### config.mk
export PLATFORM = sky130hd
export DESIGN_NAME = capture_recorder
export DESIGN_NICKNAME = d
export VERILOG_FILES = /design/src/rtl/cr_pkg.sv /design/src/rtl/cr_rle_enc.sv /design/src/rtl/cr_ring.sv /design/src/rtl/cr_ctrl.sv /design/src/rtl/capture_recorder.sv
export SDC_FILE = /design/constraint.sdc
export NUM_CORES = 1
export LEC_CHECK = 0
export CORE_UTILIZATION = 35
export CTS_CLUSTER_SIZE = 12
export DETAILED_ROUTE_END_ITERATION = 12
export DONT_BUFFER_PORTS = 1
export SETUP_SLACK_MARGIN = 0.15
export SLEW_MARGIN = 20
export SYNTH_ARGS = -nofsm -noshare
export SYNTH_HDL_FRONTEND = slang
export SYNTH_SLANG_ARGS = --single-unit
### constraint.sdc
create_clock -name clk -period 12.9 [get_ports clk]
set_input_delay 2.58 -clock clk [delete_from_list [all_inputs] [get_ports clk]]
set_output_delay 2.58 -clock clk [all_outputs]
set_load 0.01 [all_outputs]
### src/rtl/cr_pkg.sv
package cr_pkg;

  typedef enum logic [1:0] {
    ST_IDLE = 2'd0,
    ST_PRE  = 2'd1,
    ST_POST = 2'd2,
    ST_DONE = 2'd3
  } cr_state_e;

  // smaller of a value and a limit
  function automatic int clamp_to(input int v, input int lim);
    return (v > lim) ? lim : v;
  endfunction

  // add with an upper cap, used for the pre-trigger window
  function automatic int cap_add(input int base, input int add, input int lim);
    return (base + add > lim) ? lim : base + add;
  endfunction

  // how many of the offered words fit in the remaining room
  function automatic int take_words(input int offered, input int room);
    return (offered > room) ? room : offered;
  endfunction

endpackage

### src/rtl/cr_rle_enc.sv
module cr_rle_enc #(
  parameter int DATA_W = 16,
  parameter int RUN_W  = 4
) (
  input  logic              clk,
  input  logic              rst_n,
  input  logic              clear,
  input  logic              rle_en,
  input  logic              smp_en,
  input  logic [DATA_W-1:0] smp_data,
  input  logic              force_brk,
  output logic [1:0]        out_n,
  output logic [DATA_W:0]   out_w0,
  output logic [DATA_W:0]   out_w1
);

  localparam logic [RUN_W-1:0] REP_MAX = '1;

  logic              have_q, have_n;
  logic [DATA_W-1:0] ref_q, ref_n;
  logic [RUN_W-1:0]  rep_q, rep_n;
  logic [RUN_W-1:0]  rep_inc;
  logic              repeat_hit;
  logic              sat_hit;

  assign rep_inc    = rep_q + 1'b1;
  assign repeat_hit = have_q && (smp_data == ref_q) && !force_brk;
  assign sat_hit    = repeat_hit && (rep_inc == REP_MAX);

  always_comb begin
    have_n = have_q;
    ref_n  = ref_q;
    rep_n  = rep_q;
    out_n  = 2'd0;
    out_w0 = '0;
    out_w1 = '0;
    if (smp_en) begin
      if (!rle_en) begin
        out_n  = 2'd1;
        out_w0 = {1'b0, smp_data};
      end else if (repeat_hit) begin
        if (sat_hit) begin
          out_n  = 2'd1;
          out_w0 = {1'b1, DATA_W'(REP_MAX)};
          rep_n  = '0;
        end else begin
          rep_n = rep_inc;
        end
      end else begin
        if (rep_q != '0) begin
          out_n  = 2'd2;
          out_w0 = {1'b1, DATA_W'(rep_q)};
          out_w1 = {1'b0, smp_data};
        end else begin
          out_n  = 2'd1;
          out_w0 = {1'b0, smp_data};
        end
        have_n = 1'b1;
        ref_n  = smp_data;
        rep_n  = '0;
      end
    end
  end

  always_ff @(posedge clk) begin
    if (!rst_n || clear) begin
      have_q <= 1'b0;
      ref_q  <= '0;
      rep_q  <= '0;
    end else begin
      have_q <= have_n;
      ref_q  <= ref_n;
      rep_q  <= rep_n;
    end
  end

  // literal mode stores exactly one value word per sample
  p_lit_only_r8: assert property (@(posedge clk) disable iff (!rst_n)
    (smp_en && !rle_en) |-> (out_n == 2'd1 && !out_w0[DATA_W]));

  // run counter never rests at the saturation value
  p_rep_below_max_r10: assert property (@(posedge clk) disable iff (!rst_n)
    rep_q != REP_MAX);

  // a two-word cycle is a count followed by a literal
  p_pair_order_r9: assert property (@(posedge clk) disable iff (!rst_n)
    (out_n == 2'd2) |-> (out_w0[DATA_W] && !out_w1[DATA_W]));

  // the trigger sample always closes the run
  p_brk_closes_r11: assert property (@(posedge clk) disable iff (!rst_n)
    (smp_en && rle_en && force_brk) |=> (rep_q == '0));

endmodule

### src/rtl/cr_ring.sv
module cr_ring #(
  parameter int WORD_W = 17,
  parameter int DEPTH  = 32
) (
  input  logic              clk,
  input  logic              rst_n,
  input  logic [1:0]        wr_n,
  input  logic [WORD_W-1:0] wr_w0,
  input  logic [WORD_W-1:0] wr_w1,
  input  logic [$clog2(DEPTH):0] back,
  output logic [WORD_W-1:0] rd_w
);

  localparam int AW = $clog2(DEPTH);

  logic [WORD_W-1:0] mem [DEPTH];
  logic [AW-1:0]     wp_q;
  logic [AW-1:0]     wp_nxt1;
  logic [AW-1:0]     rd_addr;

  assign wp_nxt1 = wp_q + 1'b1;
  assign rd_addr = wp_q - back[AW-1:0];
  assign rd_w    = mem[rd_addr];

  always_ff @(posedge clk) begin
    if (wr_n != 2'd0) mem[wp_q] <= wr_w0;
    if (wr_n == 2'd2) mem[wp_nxt1] <= wr_w1;
  end

  always_ff @(posedge clk) begin
    if (!rst_n) wp_q <= '0;
    else        wp_q <= wp_q + AW'(wr_n);
  end

  // the store never reaches back further than its depth
  p_back_in_range_r5: assert property (@(posedge clk) disable iff (!rst_n)
    back <= ($clog2(DEPTH)+1)'(DEPTH));

endmodule

### src/rtl/cr_ctrl.sv
module cr_ctrl #(
  parameter int DEPTH = 32,
  parameter int CW    = $clog2(DEPTH) + 1
) (
  input  logic          clk,
  input  logic          rst_n,
  input  logic          start,
  input  logic [CW-1:0] pre_in,
  input  logic [CW-1:0] len_in,
  input  logic          rle_in,
  input  logic          smp_valid,
  input  logic          trig,
  input  logic          pop,
  input  logic [1:0]    enc_n,
  output logic          enc_en,
  output logic          enc_brk,
  output logic          rle_q,
  output logic [1:0]    wr_n,
  output logic [CW-1:0] fill,
  output logic          done,
  output logic          empty
);

  import cr_pkg::*;

  cr_state_e     st_q, st_n;
  logic [CW-1:0] off_q, len_q;
  logic [CW-1:0] fill_q, fill_n;
  logic [CW-1:0] room;
  logic [CW-1:0] len_clamped, off_clamped;
  logic          capturing;
  logic          trig_ok;
  logic          post_path;
  logic          reach_len;

  assign len_clamped = CW'(clamp_to(int'(len_in), DEPTH));
  assign off_clamped = CW'(clamp_to(int'(pre_in), int'(len_clamped)));

  assign capturing = (st_q == ST_PRE) || (st_q == ST_POST);
  assign enc_en    = smp_valid && capturing && !start;
  assign trig_ok   = enc_en && (st_q == ST_PRE) && trig && (fill_q == off_q);
  assign enc_brk   = trig_ok;
  assign post_path = trig_ok || (enc_en && st_q == ST_POST);
  assign room      = len_q - fill_q;
  assign reach_len = post_path && (CW'(enc_n) >= room);

  always_comb begin
    st_n   = st_q;
    fill_n = fill_q;
    wr_n   = 2'd0;
    if (post_path) begin
      wr_n   = 2'(take_words(int'(enc_n), int'(room)));
      fill_n = fill_q + CW'(wr_n);
      if (reach_len) st_n = ST_DONE;
      else           st_n = ST_POST;
    end else if (st_q == ST_PRE) begin
      wr_n   = enc_n;
      fill_n = CW'(cap_add(int'(fill_q), int'(enc_n), int'(off_q)));
    end else if (st_q == ST_DONE) begin
      if (pop && fill_q != '0) fill_n = fill_q - 1'b1;
    end
  end

  always_ff @(posedge clk) begin
    if (!rst_n) begin
      st_q   <= ST_IDLE;
      fill_q <= '0;
      off_q  <= '0;
      len_q  <= '0;
      rle_q  <= 1'b0;
    end else if (start) begin
      st_q   <= ST_PRE;
      fill_q <= '0;
      off_q  <= off_clamped;
      len_q  <= len_clamped;
      rle_q  <= rle_in;
    end else begin
      st_q   <= st_n;
      fill_q <= fill_n;
    end
  end

  assign fill  = fill_q;
  assign done  = (st_q == ST_DONE);
  assign empty = !((st_q == ST_DONE) && (fill_q != '0));

  p_len_clamp_r12: assert property (@(posedge clk) disable iff (!rst_n)
    (len_q <= CW'(DEPTH)) && (off_q <= len_q));

  p_fill_cap_r5: assert property (@(posedge clk) disable iff (!rst_n)
    fill_q <= len_q);

  p_pre_window_r3: assert property (@(posedge clk) disable iff (!rst_n)
    (st_q == ST_PRE) |-> (fill_q <= off_q));

  // leaving the pre phase needs a full pre-trigger window
  p_trig_gate_r4: assert property (@(posedge clk) disable iff (!rst_n)
    ((st_q == ST_POST || st_q == ST_DONE) && $past(st_q == ST_PRE) && !$past(start))
      |-> ($past(fill_q) == $past(off_q)));

  p_done_hold_r6: assert property (@(posedge clk) disable iff (!rst_n)
    (st_q == ST_DONE && !start) |=> (st_q == ST_DONE));

  p_pop_step_r7: assert property (@(posedge clk) disable iff (!rst_n)
    (st_q == ST_DONE && pop && fill_q != '0 && !start) |=> (fill_q == $past(fill_q) - 1'b1));

  p_busy_pop_ignored_r7: assert property (@(posedge clk) disable iff (!rst_n)
    (st_q == ST_POST && !start && !smp_valid) |=> $stable(fill_q));

endmodule

### src/rtl/capture_recorder.sv
module capture_recorder #(
  parameter int DATA_W = 16,
  parameter int DEPTH  = 32,
  parameter int RUN_W  = 4,
  parameter int CW     = $clog2(DEPTH) + 1
) (
  input  logic              clk,
  input  logic              rst_n,
  input  logic              start,
  input  logic [CW-1:0]     pre_count,
  input  logic [CW-1:0]     total_len,
  input  logic              rle_mode,
  input  logic              smp_valid,
  input  logic [DATA_W-1:0] smp_data,
  input  logic              trig,
  output logic              done,
  output logic              rd_empty,
  output logic [DATA_W-1:0] rd_word,
  output logic              rd_is_count,
  input  logic              rd_pop
);

  localparam int WORD_W = DATA_W + 1;

  logic              enc_en;
  logic              enc_brk;
  logic              rle_q;
  logic [1:0]        enc_n;
  logic [WORD_W-1:0] enc_w0, enc_w1;
  logic [1:0]        wr_n;
  logic [CW-1:0]     fill;
  logic [WORD_W-1:0] head_w;

  cr_ctrl #(.DEPTH(DEPTH), .CW(CW)) u_ctrl (
    .clk      (clk),
    .rst_n    (rst_n),
    .start    (start),
    .pre_in   (pre_count),
    .len_in   (total_len),
    .rle_in   (rle_mode),
    .smp_valid(smp_valid),
    .trig     (trig),
    .pop      (rd_pop),
    .enc_n    (enc_n),
    .enc_en   (enc_en),
    .enc_brk  (enc_brk),
    .rle_q    (rle_q),
    .wr_n     (wr_n),
    .fill     (fill),
    .done     (done),
    .empty    (rd_empty)
  );

  cr_rle_enc #(.DATA_W(DATA_W), .RUN_W(RUN_W)) u_enc (
    .clk      (clk),
    .rst_n    (rst_n),
    .clear    (start),
    .rle_en   (rle_q),
    .smp_en   (enc_en),
    .smp_data (smp_data),
    .force_brk(enc_brk),
    .out_n    (enc_n),
    .out_w0   (enc_w0),
    .out_w1   (enc_w1)
  );

  cr_ring #(.WORD_W(WORD_W), .DEPTH(DEPTH)) u_ring (
    .clk  (clk),
    .rst_n(rst_n),
    .wr_n (wr_n),
    .wr_w0(enc_w0),
    .wr_w1(enc_w1),
    .back (fill),
    .rd_w (head_w)
  );

  assign rd_word     = head_w[DATA_W-1:0];
  assign rd_is_count = head_w[DATA_W];

  p_start_clears_r2: assert property (@(posedge clk) disable iff (!rst_n)
    start |=> (!done && rd_empty));

  p_busy_empty_r7: assert property (@(posedge clk) disable iff (!rst_n)
    !done |-> rd_empty);

  p_idle_after_reset_r1: assert property (@(posedge clk) disable iff (!rst_n)
    ($past(!rst_n) && !$past(start)) |-> (!done && rd_empty));

endmodule

After elaboration in Yosys (flattened, before gate mapping)
Memories as Yosys holds them, arrays and structs flattened. Cells that the tools add are included.

Flip-flop bits (word level): 47. Bits in writable memories: 544. Output and inout port bits: 19. Logic and storage cells: 95. Memories: 1.

Memory list: u_ring.mem (depth 32, width 17, read ports 1, clocked after memory_dff 0, wr ports 2, line cr_ring.sv:16) `logic [WORD_W-1:0] mem [DEPTH];`.

Add/sub/neg operators: 8. Magnitude comparators: 5. Eq/ne operators: 7. Mux-type cells: 33. Bitwise gates (word level): 2. Reduce and logical (&&, ||, !) cells: 29.

Operator list (count): $mux W17 (8); $mux W6 (7); $eq A16 B16 Y1 (1); $mux W16 (1); $mux W2 (7); $logic_and A1 B1 Y1 (12); $mux W1 (8); $mux W4 (2); $add A6 B2 Y7 (1); $gt A7 B6 Y1 (1); $add A6 B2 Y6 (1); $eq A2 B2 Y1 const B (3); $eq A6 B6 Y1 (1); $ge A2 B6 Y1 (1); $gt A2 B6 Y1 (1); $gt A6 B6 Y1 (1); $gt A6 B6 Y1 const B (1); $reduce_bool A3 Y1 (2); $reduce_bool A6 Y1 (1); $sub A6 B1 Y6 const B (1); $sub A6 B6 Y6 (1); $add A5 B1 Y5 const B (1); $add A5 B2 Y5 (1); $sub A5 B5 Y5 (1); 11 further kinds (19).

Logic depth before layout (Yosys ltp)
Depth after elaboration: 20. Mapped depth: 23. Mapped depth without buffers: 22.

Hierarchy
From an unflattened synthesis, not the netlist that was laid out.

Cell total of the unflattened synthesis: 2640. Area, all modules: 33796.2 um^2.

Modules (own cells, without submodules): cr_ring (instances 1, cells each 2137, area an instance 29936.2 um^2); cr_ctrl (instances 1, cells each 275, area an instance 2234.6 um^2); cr_rle_enc (instances 1, cells each 228, area an instance 1625.3 um^2).

Worst setup path after synthesis
Ideal clock, no wire load.

Path type: input-to-reg. Start: input smp_data[1]. End: memory u_ring.mem[3][0], enable pin. Arrival: 7.340 ns. Required time: 12.489 ns. Setup slack: 5.148 ns. Cell stages on the path: 18. Path buffers: 7. Cells stage by stage: clkbuf_1 -> xor2_1 -> nor4_1 -> nand2_1 -> nor4_4 -> nor2_4 -> buf_2 -> buf_1 -> ha_1 -> nor2b_1 -> o21ai_0 -> o31a_1 -> buf_2 -> buf_6 -> a22oi_2 -> buf_2 -> buf_4 -> o21ai_0.

RTL lines: start, declared (line capture_recorder.sv:14) `input logic [DATA_W-1:0] smp_data,`; end, declared (line cr_ring.sv:16).

Worst setup path in the final report
Start: register u_ctrl.fill_q[1], in the netlist u_ctrl.fill[1]. End: output rd_is_count.

Word-level cells in the longest chain between the ends: 2.

Ends and longest elaborated chain: start, declared (line cr_ctrl.sv:28) `logic [CW-1:0] fill_q, fill_n;`; start signal, assigned (line cr_ctrl.sv:79) `fill_q <= fill_n;`; $sub A5 B5 Y5 (line cr_ring.sv:22) `assign rd_addr = wp_q - back[AW-1:0];`; $mem_v2 Z32 W17; end, declared (line capture_recorder.sv:19) `output logic rd_is_count,`.

No other way between the ends.

==> metrics <==
CTS Sinks=591; Hold Buf Count CTS=0; Setup crit start=u_ctrl.fill[1]; Final period util=65.2%; DR WL/cell=32.2 um; # IOs=54; P per Cell Area=125 nW/um2; # DRC=0; CTS Buf Count=66; core area=85300 um2; Synth warnings=0; die width=296 um; die area=87500 um2; Mapped Avg Cell Area=13.1 um2; Relative slew margins=10.6%; H-tree levels=3; clock skew=0.0303 ns; RSZ-0062 raised after global routing=no; crit path time final=8.41 ns; PostCTS Resize Cnt=0; r2r setup slk=5.98 ns; initial antenna violation count=3; Startpoint Class=register; CTS tree=yes; routed vias=22.1k; synth-to-layout area growth=9.92%; Worst R2R Start=u_ctrl.st_q[1]; Final Max Tran Viols=0; Arr. time, crit path=5.83 ns; Most used DFF post-synth=edfxtp_1; Seq cells post-synth=591; Iter 0 DRT Violations=3326; Seq/Total Area, Yosys=56.2%; Clk Latency, worst-skew pair=0.62 ns; design area=33200 um2; setup bufs post-CTS=0; Rows=107; Hold Path Class=reg -> reg; CP Capture Type=output port; vias in the first global route=21.2k; endpoints failing setup=0; synthesized area=30200 um2; Fin Setup TNS=0 ns; Tot Pwr=0.00416 W; depth of the worst hold-timing path=2; VDD IR max=0.0992 mV; drt total wl=109000 um; MaxCap Viol Count=0; status=finished, final reports clean; cells after synthesis=2297; # port buffers=0; Critical Path End=rd_is_count; Reg-to-Reg End=u_ring.mem[27][13]; Least-Margin Pin Slew=1.34 ns; syn_nets=2374; leakage=8.96 nW; Data required, critical path=10.32 ns; layout cells sized above 1=18.5%; clk slew on worst S/H paths=0.06 ns; Critical Setup Path Class=reg -> out; gr usage total=24.6%; # fillers=7967; Fin. Hold Viols=0; CTS Root Cell=clkbuf_16; CTS Buffer Depth=3; largest net degree at the start of global routing=99; GR Overflow Total=0; Post-DP Area=31100 um2; worst hold slack=0.465 ns; initial core utilization=35.4%; asr flop ratio synth=0%; placer congestion estimate=0.976; first-pass GRT wire length=153000 um; TritonRoute pass-1 iters=8; remaining antenna violation count=0; Vias/cell=6.54; R2R depth=17; Post-synth EDFFs=512; final net count=2265; Max Clock Freq=0.119 GHz; Critical Path Fanout Max=57; Vert. Die Dim=296 um; library cells used by synthesis=73; DP Wirelength=71900 um
## report_power, final
part / switching [W] / internal (W) / total, W / leakage, nW
combinational: 0.000176 / 0.000115 / 0.000291 / 3.67
clock: 0.000799 / 0.00102 / 0.00182 / 0.983
sequential: 0.00000658 / 0.00205 / 0.00206 / 4.31
## per-stage QoR
| step | cells | utilization [%] | worst slack (ns) |
|---|---|---|---|
| 5_1_grt | 3378 | 38.9 | 4.31 |
| 4_1_cts | 3378 | 38.9 | 4.52 |
| 2_1_floorplan | 2297 | - | 5.15 |
| 3_3_place_gp | 3264 | 36.5 | 4.70 |
| 6_report | 3380 | 38.9 | 4.49 |
| 3_5_place_dp | 3264 | 36.5 | 4.46 |
## registers in the layout, indices dropped and copies added (netlist names), 2 cells and up
name	count
u_ctrl.len_q	6
u_ctrl.off_q	6
u_ctrl.fill	6
u_ring.mem	544
u_ring.wp_q	5
u_ctrl.st_q	2
u_enc.ref_q	16
u_enc.rep_q	4
## worst min path at each step
| stage | end | start | slack [ns] |
|---|---|---|---|
| after global routing | u_enc.ref_q[8] | u_enc.ref_q[8] | 0.48 |
| after detailed placement | u_ring.mem[23][16] | u_ring.mem[23][16] | 0.45 |
| after global placement | u_ring.mem[7][16] | u_ring.mem[7][16] | 0.44 |
| after floorplan | u_ring.mem[15][16] | u_ring.mem[15][16] | 0.43 |
| final | u_ring.mem[31][16] | u_ring.mem[31][16] | 0.46 |
| after CTS | u_ring.mem[23][16] | u_ring.mem[23][16] | 0.46 |
## layer usage
layer	wire length [um]	global-route usage [%]	share of wire, %	vias up
met5	18	0	0.017	-
met4	6370	12.1	5.9	2
met3	15800	7.92	15	367
met2	48700	37.7	45	1824
met1	37900	31.3	35	11000
li1	-	-	-	8942
## area by class of cell
type                       instances  area (um2)  share of cell area [%]
sequential                       591       17000                    51.1
tap                             1144        1430                    4.31
antenna                            2        5.00                  0.0151
multi-input combinational       1418       12100                    36.5
clock buffer                      94        1830                    5.51
timing repair buffer              62         478                    1.44
clock inverter                    20         209                   0.629
inverter                          49         184                   0.554
## Yosys cell counts, types with 12 or more instances
cell type	number	area [um2]
edfxtp_1	512	15400
o22ai_1	241	1510
nor2_1	211	792
mux4_2	170	3830
clkbuf_1	146	548
nand2_1	134	503
o32ai_1	96	841
dfxtp_1	79	1580
buf_2	60	300
o21ai_0	59	295
a21oi_1	55	275
inv_1	49	184
ha_1	37	463
nand3_1	37	185
and3_1	33	206
nor2b_1	28	175
a22oi_1	27	203
xor2_1	22	193
mux2i_1	19	190
mux2_2	17	191
xnor2_1	17	149
nand3_2	16	160
buf_4	14	105
a22oi_2	13	163
o22a_1	13	114
and2_1	12	75.1
## worst max-delay path, cell delays in order, from the launching register on
cell and delay [ns]:
dfxtp_1 0.48, inv_1 0.28, fa_4 1.28, buf_4 0.75
buf_4 0.82, mux4_2 0.62, mux4_2 0.53, mux2_2 0.36
## kinds of logic after synthesis
| logic type | Yosys count | share of synthesized area, % |
|---|---|---|
| AO/OA/AOI/OAI | 594 | 14.1 |
| XOR/XNOR | 39 | 1.13 |
| adder cells (fa/ha/maj) | 42 | 1.86 |
| buffers and inverters | 288 | 4.20 |
| flip-flops | 591 | 56.2 |
| multiplexers | 206 | 13.9 |
| AND/OR/NAND/NOR | 537 | 8.60 |
## placed cells by master (no fill, tap or decap), types with 61 or more instances in the layout
master | Yosys | routed
o22ai_1 | 241 | 241
clkbuf_16 | 0 | 67
nor2_1 | 211 | 210
nand2_1 | 134 | 127
dfxtp_1 | 79 | 79
o32ai_1 | 96 | 96
edfxtp_1 | 512 | 512
mux4_2 | 170 | 170
buf_4 | 14 | 61
Power figures use the tool's default switching activity.
